--- src/rtl/cal_pkg.sv ---
package cal_pkg;
  localparam int FW = 8;   // bits per time field
  localparam int NF = 6;   // number of time fields
  localparam int AW = 4;   // register address width
  localparam int CW = 4;   // control register width

  // field index inside a field vector; also the mask bit position
  localparam int F_SEC  = 0;
  localparam int F_MIN  = 1;
  localparam int F_HOUR = 2;
  localparam int F_DAY  = 3;
  localparam int F_MON  = 4;
  localparam int F_YEAR = 5;

  // control bits
  localparam int C_LOAD = 0;
  localparam int C_HOLD = 1;
  localparam int C_FRZ  = 2;
  localparam int C_ARM  = 3;

  // register map
  localparam int A_CTRL = 0;
  localparam int A_MASK = 1;
  localparam int A_SHAD = 2;
  localparam int A_ALRM = A_SHAD + NF;

  // field limits
  localparam int SEC_LAST  = 59;
  localparam int MIN_LAST  = 59;
  localparam int HOUR_LAST = 23;
  localparam int MON_LAST  = 12;

  typedef logic [NF-1:0][FW-1:0] cal_fields_t;

  function automatic logic [FW-1:0] month_end(input logic [FW-1:0] mon,
                                              input logic [FW-1:0] yr);
    logic [FW-1:0] d;
    case (mon)
      FW'(4), FW'(6), FW'(9), FW'(11): d = FW'(30);
      FW'(2):  d = (yr[1:0] == 2'b00) ? FW'(29) : FW'(28);
      default: d = FW'(31);
    endcase
    return d;
  endfunction
endpackage

--- src/rtl/cal_tick_gen.sv ---
module cal_tick_gen #(
  parameter int TICK_DIV = 32768
) (
  input  logic clk,
  input  logic rst,
  output logic tick
);
  localparam int TW = (TICK_DIV > 2) ? $clog2(TICK_DIV) : 1;

  logic [TW-1:0] cnt_q;

  always_ff @(posedge clk) begin
    if (rst) begin
      cnt_q <= '0;
      tick  <= 1'b0;
    end else if (cnt_q == TW'(TICK_DIV - 1)) begin
      cnt_q <= '0;
      tick  <= 1'b1;
    end else begin
      cnt_q <= cnt_q + TW'(1);
      tick  <= 1'b0;
    end
  end

  // a tick lasts one cycle
  p_tick_single_r1: assert property (@(posedge clk) disable iff (rst)
    tick |=> !tick);
endmodule

--- src/rtl/cal_counters.sv ---
module cal_counters
  import cal_pkg::*;
(
  input  logic        clk,
  input  logic        rst,
  input  logic        tick,
  input  logic        load,
  input  logic        freeze,
  input  cal_fields_t load_val,
  output cal_fields_t now_q,
  output cal_fields_t nxt
);
  cal_fields_t inc;

  // one-second advance with carries through the calendar
  always_comb begin
    inc = now_q;
    if (now_q[F_SEC] >= FW'(SEC_LAST)) begin
      inc[F_SEC] = '0;
      if (now_q[F_MIN] >= FW'(MIN_LAST)) begin
        inc[F_MIN] = '0;
        if (now_q[F_HOUR] >= FW'(HOUR_LAST)) begin
          inc[F_HOUR] = '0;
          if (now_q[F_DAY] >= month_end(now_q[F_MON], now_q[F_YEAR])) begin
            inc[F_DAY] = FW'(1);
            if (now_q[F_MON] >= FW'(MON_LAST)) begin
              inc[F_MON]  = FW'(1);
              inc[F_YEAR] = now_q[F_YEAR] + FW'(1);
            end else begin
              inc[F_MON] = now_q[F_MON] + FW'(1);
            end
          end else begin
            inc[F_DAY] = now_q[F_DAY] + FW'(1);
          end
        end else begin
          inc[F_HOUR] = now_q[F_HOUR] + FW'(1);
        end
      end else begin
        inc[F_MIN] = now_q[F_MIN] + FW'(1);
      end
    end else begin
      inc[F_SEC] = now_q[F_SEC] + FW'(1);
    end
  end

  // load beats increment; freeze blocks only the increment
  always_comb begin
    if (tick && load)         nxt = load_val;
    else if (tick && !freeze) nxt = inc;
    else                      nxt = now_q;
  end

  always_ff @(posedge clk) begin
    if (rst) begin
      now_q         <= '0;
      now_q[F_DAY]  <= FW'(1);
      now_q[F_MON]  <= FW'(1);
    end else begin
      now_q <= nxt;
    end
  end

  // counters hold between ticks
  p_idle_hold_r1: assert property (@(posedge clk) disable iff (rst)
    !tick |=> $stable(now_q));
  // seconds wrap after 59
  p_sec_wrap_r2: assert property (@(posedge clk) disable iff (rst)
    (tick && !load && !freeze && now_q[F_SEC] == FW'(SEC_LAST)) |=> (now_q[F_SEC] == '0));
  // a load tick takes the host fields
  p_load_take_r5: assert property (@(posedge clk) disable iff (rst)
    (tick && load) |=> (now_q == $past(load_val)));
  // a frozen tick without load leaves the time unchanged
  p_freeze_hold_r7: assert property (@(posedge clk) disable iff (rst)
    (tick && !load && freeze) |=> $stable(now_q));
endmodule

--- src/rtl/cal_alarm.sv ---
module cal_alarm
  import cal_pkg::*;
(
  input  logic          clk,
  input  logic          rst,
  input  logic          check,
  input  cal_fields_t   cur,
  input  cal_fields_t   alm,
  input  logic [NF-1:0] mask,
  input  logic          clr,
  output logic          alarm_n
);
  logic [NF-1:0] fld_ok;
  logic          hit;

  for (genvar g = 0; g < NF; g++) begin : g_fld
    assign fld_ok[g] = ~mask[g] | (cur[g] == alm[g]);
  end

  assign hit = check & (&fld_ok);

  // a new match wins over a release on the same edge
  always_ff @(posedge clk) begin
    if (rst)      alarm_n <= 1'b1;
    else if (hit) alarm_n <= 1'b0;
    else if (clr) alarm_n <= 1'b1;
  end

  // the line stays low until cleared
  p_alarm_sticky_r8: assert property (@(posedge clk) disable iff (rst)
    (!alarm_n && !clr) |=> !alarm_n);
  // a clear with no match releases the line
  p_alarm_release_r8: assert property (@(posedge clk) disable iff (rst)
    (clr && !hit) |=> alarm_n);
  // no evaluation means no new assertion of the line
  p_no_check_r7: assert property (@(posedge clk) disable iff (rst)
    (!check && alarm_n) |=> alarm_n);
endmodule

--- src/rtl/cal_clock_alarm.sv ---
module cal_clock_alarm
  import cal_pkg::*;
#(
  parameter int TICK_DIV = 32768
) (
  input  logic          clk,
  input  logic          rst,
  input  logic          wr_en,
  input  logic [AW-1:0] wr_addr,
  input  logic [FW-1:0] wr_data,
  input  logic [AW-1:0] rd_addr,
  output logic [FW-1:0] rd_data,
  input  logic          alarm_clr,
  output logic          tick_o,
  output logic          alarm_n
);
  logic          tick;
  logic [CW-1:0] ctrl_q;
  logic [NF-1:0] mask_q;
  cal_fields_t   shad_q;
  cal_fields_t   alrm_q;
  cal_fields_t   now_q;
  cal_fields_t   nxt;
  logic          check;
  logic [FW-1:0] rd_mux;

  cal_tick_gen #(.TICK_DIV(TICK_DIV)) u_tick (
    .clk  (clk),
    .rst  (rst),
    .tick (tick)
  );

  cal_counters u_cnt (
    .clk      (clk),
    .rst      (rst),
    .tick     (tick),
    .load     (ctrl_q[C_LOAD]),
    .freeze   (ctrl_q[C_FRZ]),
    .load_val (shad_q),
    .now_q    (now_q),
    .nxt      (nxt)
  );

  assign check = tick & ctrl_q[C_ARM] & ~ctrl_q[C_FRZ];

  cal_alarm u_alarm (
    .clk     (clk),
    .rst     (rst),
    .check   (check),
    .cur     (nxt),
    .alm     (alrm_q),
    .mask    (mask_q),
    .clr     (alarm_clr),
    .alarm_n (alarm_n)
  );

  assign tick_o = tick;

  // register window; host writes come last so they win
  always_ff @(posedge clk) begin
    if (rst) begin
      ctrl_q        <= '0;
      mask_q        <= '1;
      shad_q        <= '0;
      shad_q[F_SEC] <= '1;
      alrm_q        <= '0;
      alrm_q[F_SEC] <= '1;
    end else begin
      if (tick && ctrl_q[C_LOAD]) ctrl_q[C_LOAD] <= 1'b0;
      if (tick && !ctrl_q[C_HOLD]) shad_q <= nxt;
      if (wr_en) begin
        if (wr_addr == AW'(A_CTRL)) ctrl_q <= wr_data[CW-1:0];
        if (wr_addr == AW'(A_MASK)) mask_q <= wr_data[NF-1:0];
        for (int i = 0; i < NF; i++) begin
          if (wr_addr == AW'(A_SHAD + i)) shad_q[i] <= wr_data;
          if (wr_addr == AW'(A_ALRM + i)) alrm_q[i] <= wr_data;
        end
      end
    end
  end

  always_comb begin
    rd_mux = '0;
    if (rd_addr == AW'(A_CTRL)) rd_mux = {{(FW-CW){1'b0}}, ctrl_q};
    if (rd_addr == AW'(A_MASK)) rd_mux = {{(FW-NF){1'b0}}, mask_q};
    for (int i = 0; i < NF; i++) begin
      if (rd_addr == AW'(A_SHAD + i)) rd_mux = shad_q[i];
      if (rd_addr == AW'(A_ALRM + i)) rd_mux = alrm_q[i];
    end
  end

  always_ff @(posedge clk) begin
    if (rst) rd_data <= '0;
    else     rd_data <= rd_mux;
  end

  // the load request clears itself on its tick unless rewritten
  p_load_selfclear_r5: assert property (@(posedge clk) disable iff (rst)
    (tick && ctrl_q[C_LOAD] && !(wr_en && wr_addr == AW'(A_CTRL))) |=> !ctrl_q[C_LOAD]);
  // with refresh held and no host write, the shadow fields keep their value
  p_hold_shadow_r6: assert property (@(posedge clk) disable iff (rst)
    (ctrl_q[C_HOLD] && !wr_en) |=> $stable(shad_q));
endmodule

--- config.mk ---
export PLATFORM = sky130hd
export DESIGN_NAME = cal_clock_alarm
export DESIGN_NICKNAME = d
export VERILOG_FILES = /design/src/rtl/cal_pkg.sv /design/src/rtl/cal_tick_gen.sv /design/src/rtl/cal_counters.sv /design/src/rtl/cal_alarm.sv /design/src/rtl/cal_clock_alarm.sv
export SDC_FILE = /design/constraint.sdc
export NUM_CORES = 1
export LEC_CHECK = 0
export BUFFER_PORTS_ARGS = -buffer_cell sky130_fd_sc_hd__buf_4
export CAP_MARGIN = 30
export CELL_PAD_IN_SITES_DETAIL_PLACEMENT = 1
export CELL_PAD_IN_SITES_GLOBAL_PLACEMENT = 1
export CORE_ASPECT_RATIO = 0.75
export CORE_MARGIN = 2
export CORE_UTILIZATION = 40
export CTS_CLUSTER_SIZE = 14
export DETAILED_ROUTE_END_ITERATION = 16
export PLACE_DENSITY_LB_ADDON = 0.1
export SLEW_MARGIN = 0
export SYNTH_ARGS = -nofsm -noshare
export SYNTH_HDL_FRONTEND = slang
export SYNTH_SLANG_ARGS = --single-unit
--- constraint.sdc ---
create_clock -name clk -period 3.15 [get_ports clk]
set_input_delay 0.1575 -clock clk [delete_from_list [all_inputs] [get_ports clk]]
set_output_delay 0.1575 -clock clk [all_outputs]
set_load 0.1 [all_outputs]
# ---- After elaboration in Yosys (flattened, before gate mapping)
# Cells that the tools add are included.
dict set report word_totals {
  ff_bits 179
  input_bits 20
  output_inout_bits 10
  word_cells 156
}
dict set report op_classes {
  n_addsub 7
  order_cmp 5
  eq_ne 38
  mux 45
  n_bitwise 16
  n_reduce_logical 20
}
# cell count
set op_table {}
lappend op_table {{two-way mux 8 bit} 28}
lappend op_table {{two-way mux 48 bit} 4}
lappend op_table {{adder 8 x 1 -> 8 bit (second input constant)} 6}
lappend op_table {{equality test 4 bit (second input constant)} 12}
lappend op_table {{equality test 8 bit} 6}
lappend op_table {{two-way mux 40 bit} 1}
lappend op_table {{equality test 4 x 3 -> 1 bit (second input constant)} 8}
lappend op_table {{two-way mux 32 bit} 1}
lappend op_table {{two-way mux 24 bit} 1}
lappend op_table {{equality test 4 x 2 -> 1 bit (second input constant)} 4}
lappend op_table {{equality test 8 x 3 -> 1 bit (second input constant)} 2}
lappend op_table {{equality test 8 x 4 -> 1 bit (second input constant)} 2}
lappend op_table {{greater-or-equal comparator 8 x 6 -> 1 bit (second input constant)} 2}
lappend op_table {{two-way mux 16 bit} 1}
lappend op_table {{one-hot mux 8 bit (2 select lines)} 1}
lappend op_table {{AND reduction 2 bit} 8}
lappend op_table {{adder 15 x 1 -> 15 bit (second input constant)} 1}
lappend op_table {{equality test 15 bit (second input constant)} 1}
lappend op_table {{equality test 4 x 1 -> 1 bit (second input constant)} 2}
lappend op_table {{equality test 8 x 2 -> 1 bit (second input constant)} 1}
lappend op_table {{greater-or-equal comparator 8 x 4 -> 1 bit (second input constant)} 1}
lappend op_table {{greater-or-equal comparator 8 x 5 -> 1 bit (second input constant)} 1}
lappend op_table {{greater-or-equal comparator 8 bit} 1}
lappend op_table {{zero test 4 bit} 2}
lappend op_table {{12 further kinds} 34}

# ---- Longest topological paths before layout
# Gate-level depths: netlist of run 1.
dict set report depth {
  depth_word 18
  mapped_depth 16
  mapped_depth_nobuf 15
}

# ---- Hierarchy
# A second synthesis of run 1 with hierarchy kept.
dict set report hier_totals {
  cells_unflattened 1284
  hier_area_um2 10201.0
}
# module instances cells_per_inst area_per_inst_um2 seq_area_each_um2
set by_module_without_submodules {}
lappend by_module_without_submodules {cal_clock_alarm 1 726 5754.3 2282.2}
lappend by_module_without_submodules {cal_counters 1 415 3188.1 960.9}
lappend by_module_without_submodules {cal_tick_gen 1 72 685.7 320.3}
lappend by_module_without_submodules {cal_alarm 1 71 573.0 20.0}

# ---- Worst setup path after synthesis of run 1
# Ideal clock, no wire load.
dict set report synth_timing {
  path_type {flip-flop to flip-flop}
  from {register u_tick.tick}
  to {register u_alarm.alarm_n}
  setup_time_ns 0.134
  t_arrival_ns 3.364
  required_time_ns 3.016
  slack_ns -0.348
  stages_incl_launch_ff 14
  n_path_buf 4
  synth_period_minus_slack_ns 3.498
  cell_sequence {dfxtp_1 > buf_4 > nand2b_4 > buf_6 > or3_1 > buf_2 > a211oi_4 > buf_4 > nand3_1 > xor2_1 > xor2_1 > a31oi_1 > o41ai_1 > a31oi_1}
}
dict set report synth_via {
  elab_chain_cells 8
  elab_cells_between_ends 22
  cone_classes {eq/ne: 6; mux: 3; bitwise: 9; reduce/logical: 4}
}
# item line
set synth_lines {}
lappend synth_lines {{start, declared} cal_tick_gen.sv:6} ;# output logic tick
lappend synth_lines {{start signal, assigned} cal_tick_gen.sv:15} ;# tick <= 1'b0;
lappend synth_lines {{start signal, assigned} cal_tick_gen.sv:18} ;# tick <= 1'b1;
lappend synth_lines {{start signal, assigned} cal_tick_gen.sv:21} ;# tick <= 1'b0;
lappend synth_lines {{logical AND 1 bit} cal_counters.sv:49} ;# else if (tick && !freeze) nxt = inc;
lappend synth_lines {{two-way mux 48 bit} cal_counters.sv:49}
lappend synth_lines {{two-way mux 48 bit} cal_counters.sv:48} ;# if (tick && load) nxt = load_val;
lappend synth_lines {{equality test 8 bit} cal_alarm.sv:17} ;# assign fld_ok[g] = ~mask[g] | (cur[g] == alm[g]);
lappend synth_lines {{OR 1 bit} cal_alarm.sv:17}
lappend synth_lines {{AND reduction 6 bit} cal_alarm.sv:20} ;# assign hit = check & (&fld_ok);
lappend synth_lines {{bitwise AND 1 bit (*)} cal_alarm.sv:20}
lappend synth_lines {{two-way mux 1 bit or nonzero test 2 bit (tied branches)} n/a}
lappend synth_lines {{end signal, assigned} cal_alarm.sv:24} ;# if (rst) alarm_n <= 1'b1;
lappend synth_lines {{end signal, assigned} cal_alarm.sv:25} ;# else if (hit) alarm_n <= 1'b0;
lappend synth_lines {{end signal, assigned} cal_alarm.sv:26} ;# else if (clr) alarm_n <= 1'b1;
lappend synth_lines {{end, declared} cal_alarm.sv:11} ;# output logic alarm_n
# Every way passes the cells marked *; elsewhere a longest branch is shown, timed or not.
# A chain may end at the register's enable or synchronous reset.

# ---- Worst setup path in the final report of run 1
dict set report layout_timing {
  from {register u_cnt.now_q[0] (netlist name)}
  to {register u_alarm.alarm_n}
}
dict set report layout_via {
  elab_chain_cells 9
  elab_cells_between_ends 22
  cone_classes {add/sub: 1; order compare: 1; eq/ne: 6; mux: 5; bitwise: 7; reduce/logical: 2}
}
# item line
set layout_lines {}
lappend layout_lines {{start, declared} cal_counters.sv:10} ;# output cal_fields_t now_q,
lappend layout_lines {{start signal, assigned} cal_counters.sv:59} ;# now_q <= nxt;
lappend layout_lines {{adder 8 x 1 -> 8 bit or greater-or-equal comparator 8 x 6 -> 1 bit (tied branches)} {cal_counters.sv:42, cal_counters.sv:18}}
lappend layout_lines {{two-way mux 8 bit or two-way mux 40 bit (tied branches)} cal_counters.sv:18} ;# if (now_q[F_SEC] >= FW'(SEC_LAST)) begin
lappend layout_lines {{two-way mux 48 bit (*)} cal_counters.sv:49}
lappend layout_lines {{two-way mux 48 bit (*)} cal_counters.sv:48}
lappend layout_lines {{equality test 8 bit} cal_alarm.sv:17}
lappend layout_lines {{OR 1 bit} cal_alarm.sv:17}
lappend layout_lines {{AND reduction 6 bit (*)} cal_alarm.sv:20}
lappend layout_lines {{bitwise AND 1 bit (*)} cal_alarm.sv:20}
lappend layout_lines {{two-way mux 1 bit or nonzero test 2 bit (tied branches)} n/a}
# Marked as above.

==> key figures, run 1 <==
Setup path
  – Buf+Inv Stages, Crit Path: 1
  – Crit path max-delay family: compound AO/OA/AOI/OAI gates
  – Setup CP Type: reg2reg
  – R2R setup slack: -0.19 ns
  – Worst path max stage delay: 0.48 ns
  – R2R cell count: 11
  – Critical path launch point type: flip-flop
  – Req. time, crit path: 3.47 ns
  – Worst Setup End Kind: flip-flop
  – Crit path to: u_alarm.alarm_n
  – Data arrival, critical path: 3.66 ns
  – Critical Path Fanout Max: 5
  – Slowest-stage cell, CP: o31ai_1
  – Crit Reg-Reg Startpoint: u_cnt.now_q[0]
  – Origin of the worst setup path: u_cnt.now_q[0]
  – WP depth: 11
  – CP cell instances: ha_1, o21ai_0, or3_1, nand2_1, o31ai_1, xor2_1, a2111oi_0, buf_4, o2bb2ai_1, a2111oi_2, a31oi_1
  – RR Endpoint: u_alarm.alarm_n

STA
  – Final max-slew violation count: 0
  – Final min period: 3.34 ns
  – Max Clk Rate: 0.300 GHz
  – Final Hold Vio Count: 0
  – RSZ-0062 raised after global routing: yes
  – Relative slew margins: 29.4%
  – Final worst path period share: 106%
  – Final setup viols: 1
  – Clock skew: 0.0153 ns
  – Worst Slack Setup Final: -0.186 ns
  – Setup tns final: -0.186 ns
  – Worst slew pin tran: 1.05 ns
  – Hold WS: 0.0152 ns

Synth
  – Area of the mapped netlist: 0.0104 mm2
  – Main combinational cell family by area after synthesis: simple AND/OR/NAND/NOR gates
  – Ys async rst share: 0%
  – Sequential fraction of the synthesis area: 34.5%
  – Mux cell area share after synthesis: 6.93%
  – Post-Synth Simple-Gate Area: 25.1%
  – Syn nets: 1363
  – Area fraction in compound gates after synthesis: 21.5%
  – Cells after Synth: 1330
  – Avg Inst Size Synth: 7.81 um2
  – Post-synth cell types: 81
  – #FFs+latches synth: 179
  – Most used DFF post-synth: dfxtp_1
  – Post-synth EDFFs: 0
  – YS warnings: 0
  – Post-synthesis adder-cell area fraction: 1.57%
  – Xor/xnor share of the synthesized area: 6.30%

GRT
  – Global-route wire length before repair: 65300 um
  – Initial antenna violation count: 2
  – Number of global-route vias before repair: 10700
  – Overflow after GRT: 0
  – Total GRT Usage: 31.9%
  – Largest net degree at the start of global routing: 86

Floorplanning
  – Initial Utilization: 40.4%
  – Ports: 30
  – Die X: 190 um
  – Die H: 144 um
  – DIE AREA: 0.0273 mm2
  – FP Rows: 51
  – Core area: 0.0257 mm2

Drt
  – Met3 WL: 3120 um
  – Post-route ant nets: 0
  – Pre-antenna DRT Iters: 7
  – Post-DR wirelength/cell: 24.2 um
  – Met2 Wirelength: 18200 um
  – Vias per inst: 6.09
  – M1 WL: 20900 um
  – Vias after detailed routing: 10800
  – WL final: 43100 um
  – Top layer in use: met4
  – Initial DRC Count: 937
  – Post-route DRC: 0

Clock network
  – Insertion delay to the later sink of the worst-skew pair: 0.45 ns
  – H-tree levels: 4
  – Clk buf depth: 2
  – Clock transition at path regs: 0.08 ns
  – Num CTS Buffers: 17
  – Clk root buf: clkbuf_16
  – CTS sink count: 179
  – CTS tree: done

Flow run
  – Max Cap Violations: 0

Power
  – P_leak: 4.74 nW
  – Maximum vdd drop: 389 uV
  – Pwr/cell area: 400 mW/mm2

Final layout
  – Share of cells above drive strength 1: 18.0%
  – Final nets: 1456
  – Area of the multi-input gates: 0.00662 mm2
  – N_diodes: 0
  – Area Growth Syn to Fin: 20.9%
  – Register area: 0.00360 mm2
  – FILL cells: 3111
  – Post-Layout Cell Count: 1780

Place
  – Post-Place Cells: 1746
  – RD Place Congestion: 0.896
  – DP HPWL: 31100 um
  – I/O Buffers: 29

Run status
  – Status: finished with violations
  – Failing checks: setup timing

Min path
  – Hold crit path type: in2reg
[metrics by stage]
| stage | power, mW | area [um2] | util, % | worst slack, ns |
|---|---|---|---|---|
| floorplan | 2.67 | 10400 | - | 0.0000633 |
| global placement | 2.86 | 11700 | 45.5 | -0.294 |
| detailed placement | 2.87 | 11700 | 45.5 | -0.424 |
| CTS | 5.04 | 12400 | 48.2 | -0.141 |
| global route | 5.19 | 12600 | 48.8 | -0.307 |
| finish | 5.03 | 12600 | 48.8 | -0.186 |
[report_power, final]
group          internal (mW)  switching (mW)
Clock                   1.14            1.05
Combinational          0.155           0.338
Sequential              2.30          0.0445
Total                   3.59            1.43
[cell type report]
cell class                 count  share of cell area (%)
sequential                   179                    28.6
tap                          344                    3.43
clock buffer                  19                    3.53
multi-input combinational   1046                    52.7
inverter                      19                   0.608
clock inverter                13                    1.12
timing repair buffer         160                    9.96
[worst reg2reg max path: cells and delay by family, from the launching register on]
kind | cells | cell delay (ns)
AND/OR/NAND/NOR | 2 | 0.69
AO/OA/AOI/OAI | 6 | 1.69
XOR/XNOR | 1 | 0.11
flip-flops | 1 | 0.32
buffers and inverters | 1 | 0.21
adder cells (fa/ha/maj) | 1 | 0.20
[registers in the layout, summed over array words and instances (netlist names)]
name	flops
shad_q	48
u_cnt.now_q	48
u_alarm.alarm_n	1
u_tick.cnt_q	15
ctrl_q	4
mask_q	6
u_tick.tick	1
rd_data	8
alrm_q	48
[metal layers]
| metal | vias to the layer above | global-route usage [%] |
|---|---|---|
| li1 | 4964 | - |
| met1 | 5458 | 46.2 |
| met2 | 358 | 47.7 |
| met3 | 59 | 7.01 |
| met4 | 0 | 8.00 |
| met5 | - | 0 |
[how the worst min path moves through the flow]
| stage | from | end | slack [ns] | depth (start not counted) |
|---|---|---|---|---|
| floorplan | wr_data[3] | shad_q[3] | 0.29 | 2 |
| global placement | alarm_clr | u_alarm.alarm_n | 0.45 | 3 |
| detailed placement | u_tick.cnt_q[0] | u_tick.cnt_q[0] | 0.47 | 1 |
| CTS | alarm_clr | u_alarm.alarm_n | 0.004 | 3 |
| global route | alarm_clr | u_alarm.alarm_n | 0.02 | 3 |
| finish | alarm_clr | u_alarm.alarm_n | 0.02 | 3 |
[cell usage after synthesis (5+ instances only)]
cell type    n  share of area [%]
buf_2        6               0.29
o211ai_1    17                1.2
o311ai_0     6               0.51
a22oi_1     20                1.4
o31ai_1      9               0.65
a311oi_1     9               0.76
xor2_1      32                2.7
nor3_1      28                1.3
a41oi_1      5               0.42
nand2_1    143                5.2
nand4_1     14               0.84
and2_1      10               0.60
mux2_2       7               0.76
a211oi_1    44                3.2
a31oi_1     22                1.3
a2bb2oi_1    6               0.51
o22ai_1      5               0.30
nand3b_1     6               0.43
nor4_1       9               0.54
a21oi_1     67                3.2
mux2i_1     64                6.2
o2111ai_1   10               0.84
nor3b_1      5               0.36
ha_1        13                1.6
nand2b_1    19                1.1
inv_1       18               0.65
buf_1        8               0.29
nand3_1     55                2.7
o41ai_1      6               0.51
nor2b_1     17                1.0
o21ai_0     39                1.9
xnor2_1     40                3.4
or3_1        7               0.42
and3_1      14               0.84
nor2_1     232                8.4
clkbuf_1    66                2.4
dfxtp_1    179                 35
[cells by family after synthesis]
group                      count (synthesis)
DFF                                      179
buffers and inverters                    105
and+or+nand+nor                          573
adders and majority gates                 13
muxes                                     71
xor gates and xnor gates                  73
AOI/OAI and AO/OA                        316
[what timing repair did]
item,4_1_cts,5_1_grt
endpoints found under the setup margin,6,15
hold buffers,0,0
resized for setup,27,27
gates cloned,0,0
pin swaps,13,6
setup buffers,2,1
[cell usage in the layout (no fill, tap or decap), types with 5 or more instances in the layout]
master,Yosys,routed
nand2_1,143,142
a22oi_1,20,20
nand3b_1,6,6
o31ai_1,9,6
xnor2_1,40,40
or3_1,7,6
and3_1,14,14
a211oi_1,44,42
buf_4,4,154
mux2_2,7,7
inv_1,18,16
o2111ai_1,10,8
clkbuf_16,0,17
ha_1,13,9
nand4_1,14,14
xor2_1,32,30
a311oi_1,9,9
nor3b_1,5,5
and2_1,10,9
nand2b_1,19,18
o211ai_1,17,17
o311ai_0,6,5
o21ai_1,3,6
nor2b_1,17,16
nor3_1,28,28
inv_6,0,7
nand3_1,55,55
a31oi_1,22,22
nor4_1,9,8
nor2_1,232,229
o21ai_0,39,34
mux2i_1,64,64
a21oi_1,67,65
dfxtp_1,179,175
(Power assumes the default switching activity.)
==> run 2: changes to the inputs <==
Settings changed: PLACE_DENSITY from default to 0.74, PLACE_DENSITY_LB_ADDON 0.1 to default.
==> key figures, run 2 (synthesis results as in run 1) <==
Run status
  – Status: finished with violations
  – Failing checks: setup timing

Setup path
  – Crit path max-delay family: buffers and inverters
  – Worst Setup End Kind: flip-flop
  – Critical Path Fanout Max: 6
  – Buf+Inv Stages, Crit Path: 7
  – R2R setup slack: -0.24 ns
  – Worst path max stage delay: 0.41 ns
  – Crit Reg-Reg Startpoint: u_cnt.now_q[32]
  – Req. time, crit path: 3.48 ns
  – Critical path launch point type: flip-flop
  – R2R cell count: 20
  – Slowest-stage cell, CP: o41ai_2
  – Most frequent CP cell: buf_6
  – RR Endpoint: u_alarm.alarm_n
  – Setup CP Type: reg2reg
  – Data arrival, critical path: 3.72 ns
  – CP cell instances: inv_4, ha_4, inv_1, o21ai_2, nand4_1, ha_1, nand2b_4, and4_4, buf_6, nor2_4, buf_6, buf_12, nor2_4, buf_6, nand4_1, xor3_1, o21ai_2, o41ai_2, buf_4, a31oi_1

Drt
  – WL final: 43000 um
  – Post-DR wirelength/cell: 24.1 um
  – Vias per inst: 6.18
  – Post-route ant nets: 0
  – Initial DRC Count: 1102
  – Pre-antenna DRT Iters: 5
  – Vias after detailed routing: 11000
  – Post-route DRC: 0

Min path
  – Hold crit path type: in2reg
  – Hold path startpoint: alarm_clr
  – Worst Hold Path Cells: 3
  – Hold EP: u_alarm.alarm_n

Floorplanning
  – DIE AREA: 0.0273 mm2
  – Core area: 0.0257 mm2
  – Die H: 144 um
  – FP Rows: 51
  – Initial Utilization: 40.4%
  – Die X: 190 um
  – Ports: 30

GRT
  – Global-route wire length before repair: 65100 um
  – Overflow after GRT: 0
  – Number of global-route vias before repair: 10900
  – Initial antenna violation count: 0
  – Largest net degree at the start of global routing: 80
  – Total GRT Usage: 31.5%

Power
  – P_leak: 4.80 nW
  – Logic pwr share: 9.4%
  – Overall Power: 5.18 mW
  – Clk pwr share: 45.4%
  – Pwr/cell area: 408 mW/mm2
  – Seq pwr share: 45.2%
  – P_sw: 1.43 mW
  – Maximum vdd drop: 399 uV
  – Internal power: 3.75 mW
  – Switch share: 27.6%

Final layout
  – N_diodes: 0
  – Fin area: 0.0127 mm2
  – Commonest non-fill, non-tap cells in the layout: nor2_1, dfxtp_1, buf_4, nand2_1, a21oi_1
  – Regs by FF count: alrm_q (48), shad_q (48), u_cnt.now_q (48)
  – Area Growth Syn to Fin: 22.1%
  – Share of cells above drive strength 1: 18.1%
  – Final nets: 1459
  – Most common cell after layout, fill and taps aside: nor2_1
  – Final Util: 49.3%

STA
  – Final setup viols: 1
  – Setup tns final: -0.243 ns
  – Max Clk Rate: 0.295 GHz
  – Final worst path period share: 108%
  – Final max-slew violation count: 0
  – Worst Slack Setup Final: -0.243 ns
  – Final min period: 3.39 ns
  – Final Hold Vio Count: 0
  – Relative slew margins: 31.7%
  – Clock skew: 0.0127 ns
  – RSZ-0062 raised after global routing: yes
  – Worst slew pin tran: 1.01 ns

Clock network
  – Insertion delay to the later sink of the worst-skew pair: 0.45 ns
  – H-tree levels: 4
  – Clk root buf: clkbuf_16
  – CTS tree: done
  – Clk buf depth: 2
  – Clock transition at path regs: 0.07 ns
  – Num CTS Buffers: 17
  – CTS sink count: 179

Place
  – Placed cell areas: 0.0117 mm2
  – RD Place Congestion: 0.914
  – DP HPWL: 30600 um
  – I/O Buffers: 29

Flow run
  – Max Cap Violations: 0
-- run 2: area by class of cell --
class	count	area, um2
Clock buffer	18	439
Inverter	19	76.3
Multi-Input combinational cell	1046	6620
Tap cell	344	430
Fill cell	3099	13000
Clock inverter	14	195
Timing Repair Buffer	163	1310
Sequential cell	179	3600
-- run 2: how the worst max path moves through the flow --
| stage | to | from | cells past startpoint | slack [ns] |
|---|---|---|---|---|
| 5_1_grt | u_alarm.alarm_n | u_cnt.now_q[32] | 17 | -0.41 |
| 3_5_place_dp | u_alarm.alarm_n | u_cnt.now_q[32] | 16 | -0.59 |
| 2_1_floorplan | u_alarm.alarm_n | u_cnt.now_q[32] | 15 | 0.00006 |
| 3_3_place_gp | u_alarm.alarm_n | u_cnt.now_q[32] | 16 | -0.34 |
| 6_report | u_alarm.alarm_n | u_cnt.now_q[32] | 20 | -0.24 |
| 4_1_cts | u_alarm.alarm_n | u_cnt.now_q[39] | 14 | -0.28 |
-- run 2: timing repair --
action,4_1_cts,5_1_grt
endpoints found under the setup margin,10,14
resized for setup,27,30
hold buffers,0,0
buffers inserted,5,8
pin swaps,15,17
-- run 2: metal layers --
metal / vias up / part of all wire (%) / GRT usage [%]
li1: 4976 / - / -
met1: 5521 / 46 / 44.7
met2: 455 / 43 / 47.4
met3: 74 / 8.8 / 7.64
met4: 0 / 2.1 / 8.45
met5: - / 0 / 0
-- run 2: power groups by stage --
stage	registers [mW]	logic, mW	clock network (mW)
global route	2.34	0.513	2.47
CTS	2.34	0.470	2.36
finish	2.34	0.485	2.35
floorplan	2.43	0.242	0
detailed placement	2.39	0.465	0
global placement	2.39	0.457	0
-- run 2: worst reg2reg max path, delay by kind of cell (launching register included) --
kind	cells	cell delay, ns
simple gates	6	0.71
buf+inv	7	0.83
xor+xnor	1	0.26
fa+ha+maj	2	0.43
flops	1	0.38
compound gates	4	0.67
-- run 2: metrics by stage --
| step | cells | hold WS, ns | setup slack [ns] |
|---|---|---|---|
| floorplan | 1330 | 0.295 | 0.0000633 |
| global placement | 1741 | 0.441 | -0.344 |
| detailed placement | 1741 | 0.468 | -0.591 |
| CTS | 1778 | 0.00446 | -0.280 |
| global route | 1783 | 0.0351 | -0.408 |
| finish | 1783 | 0.00847 | -0.243 |
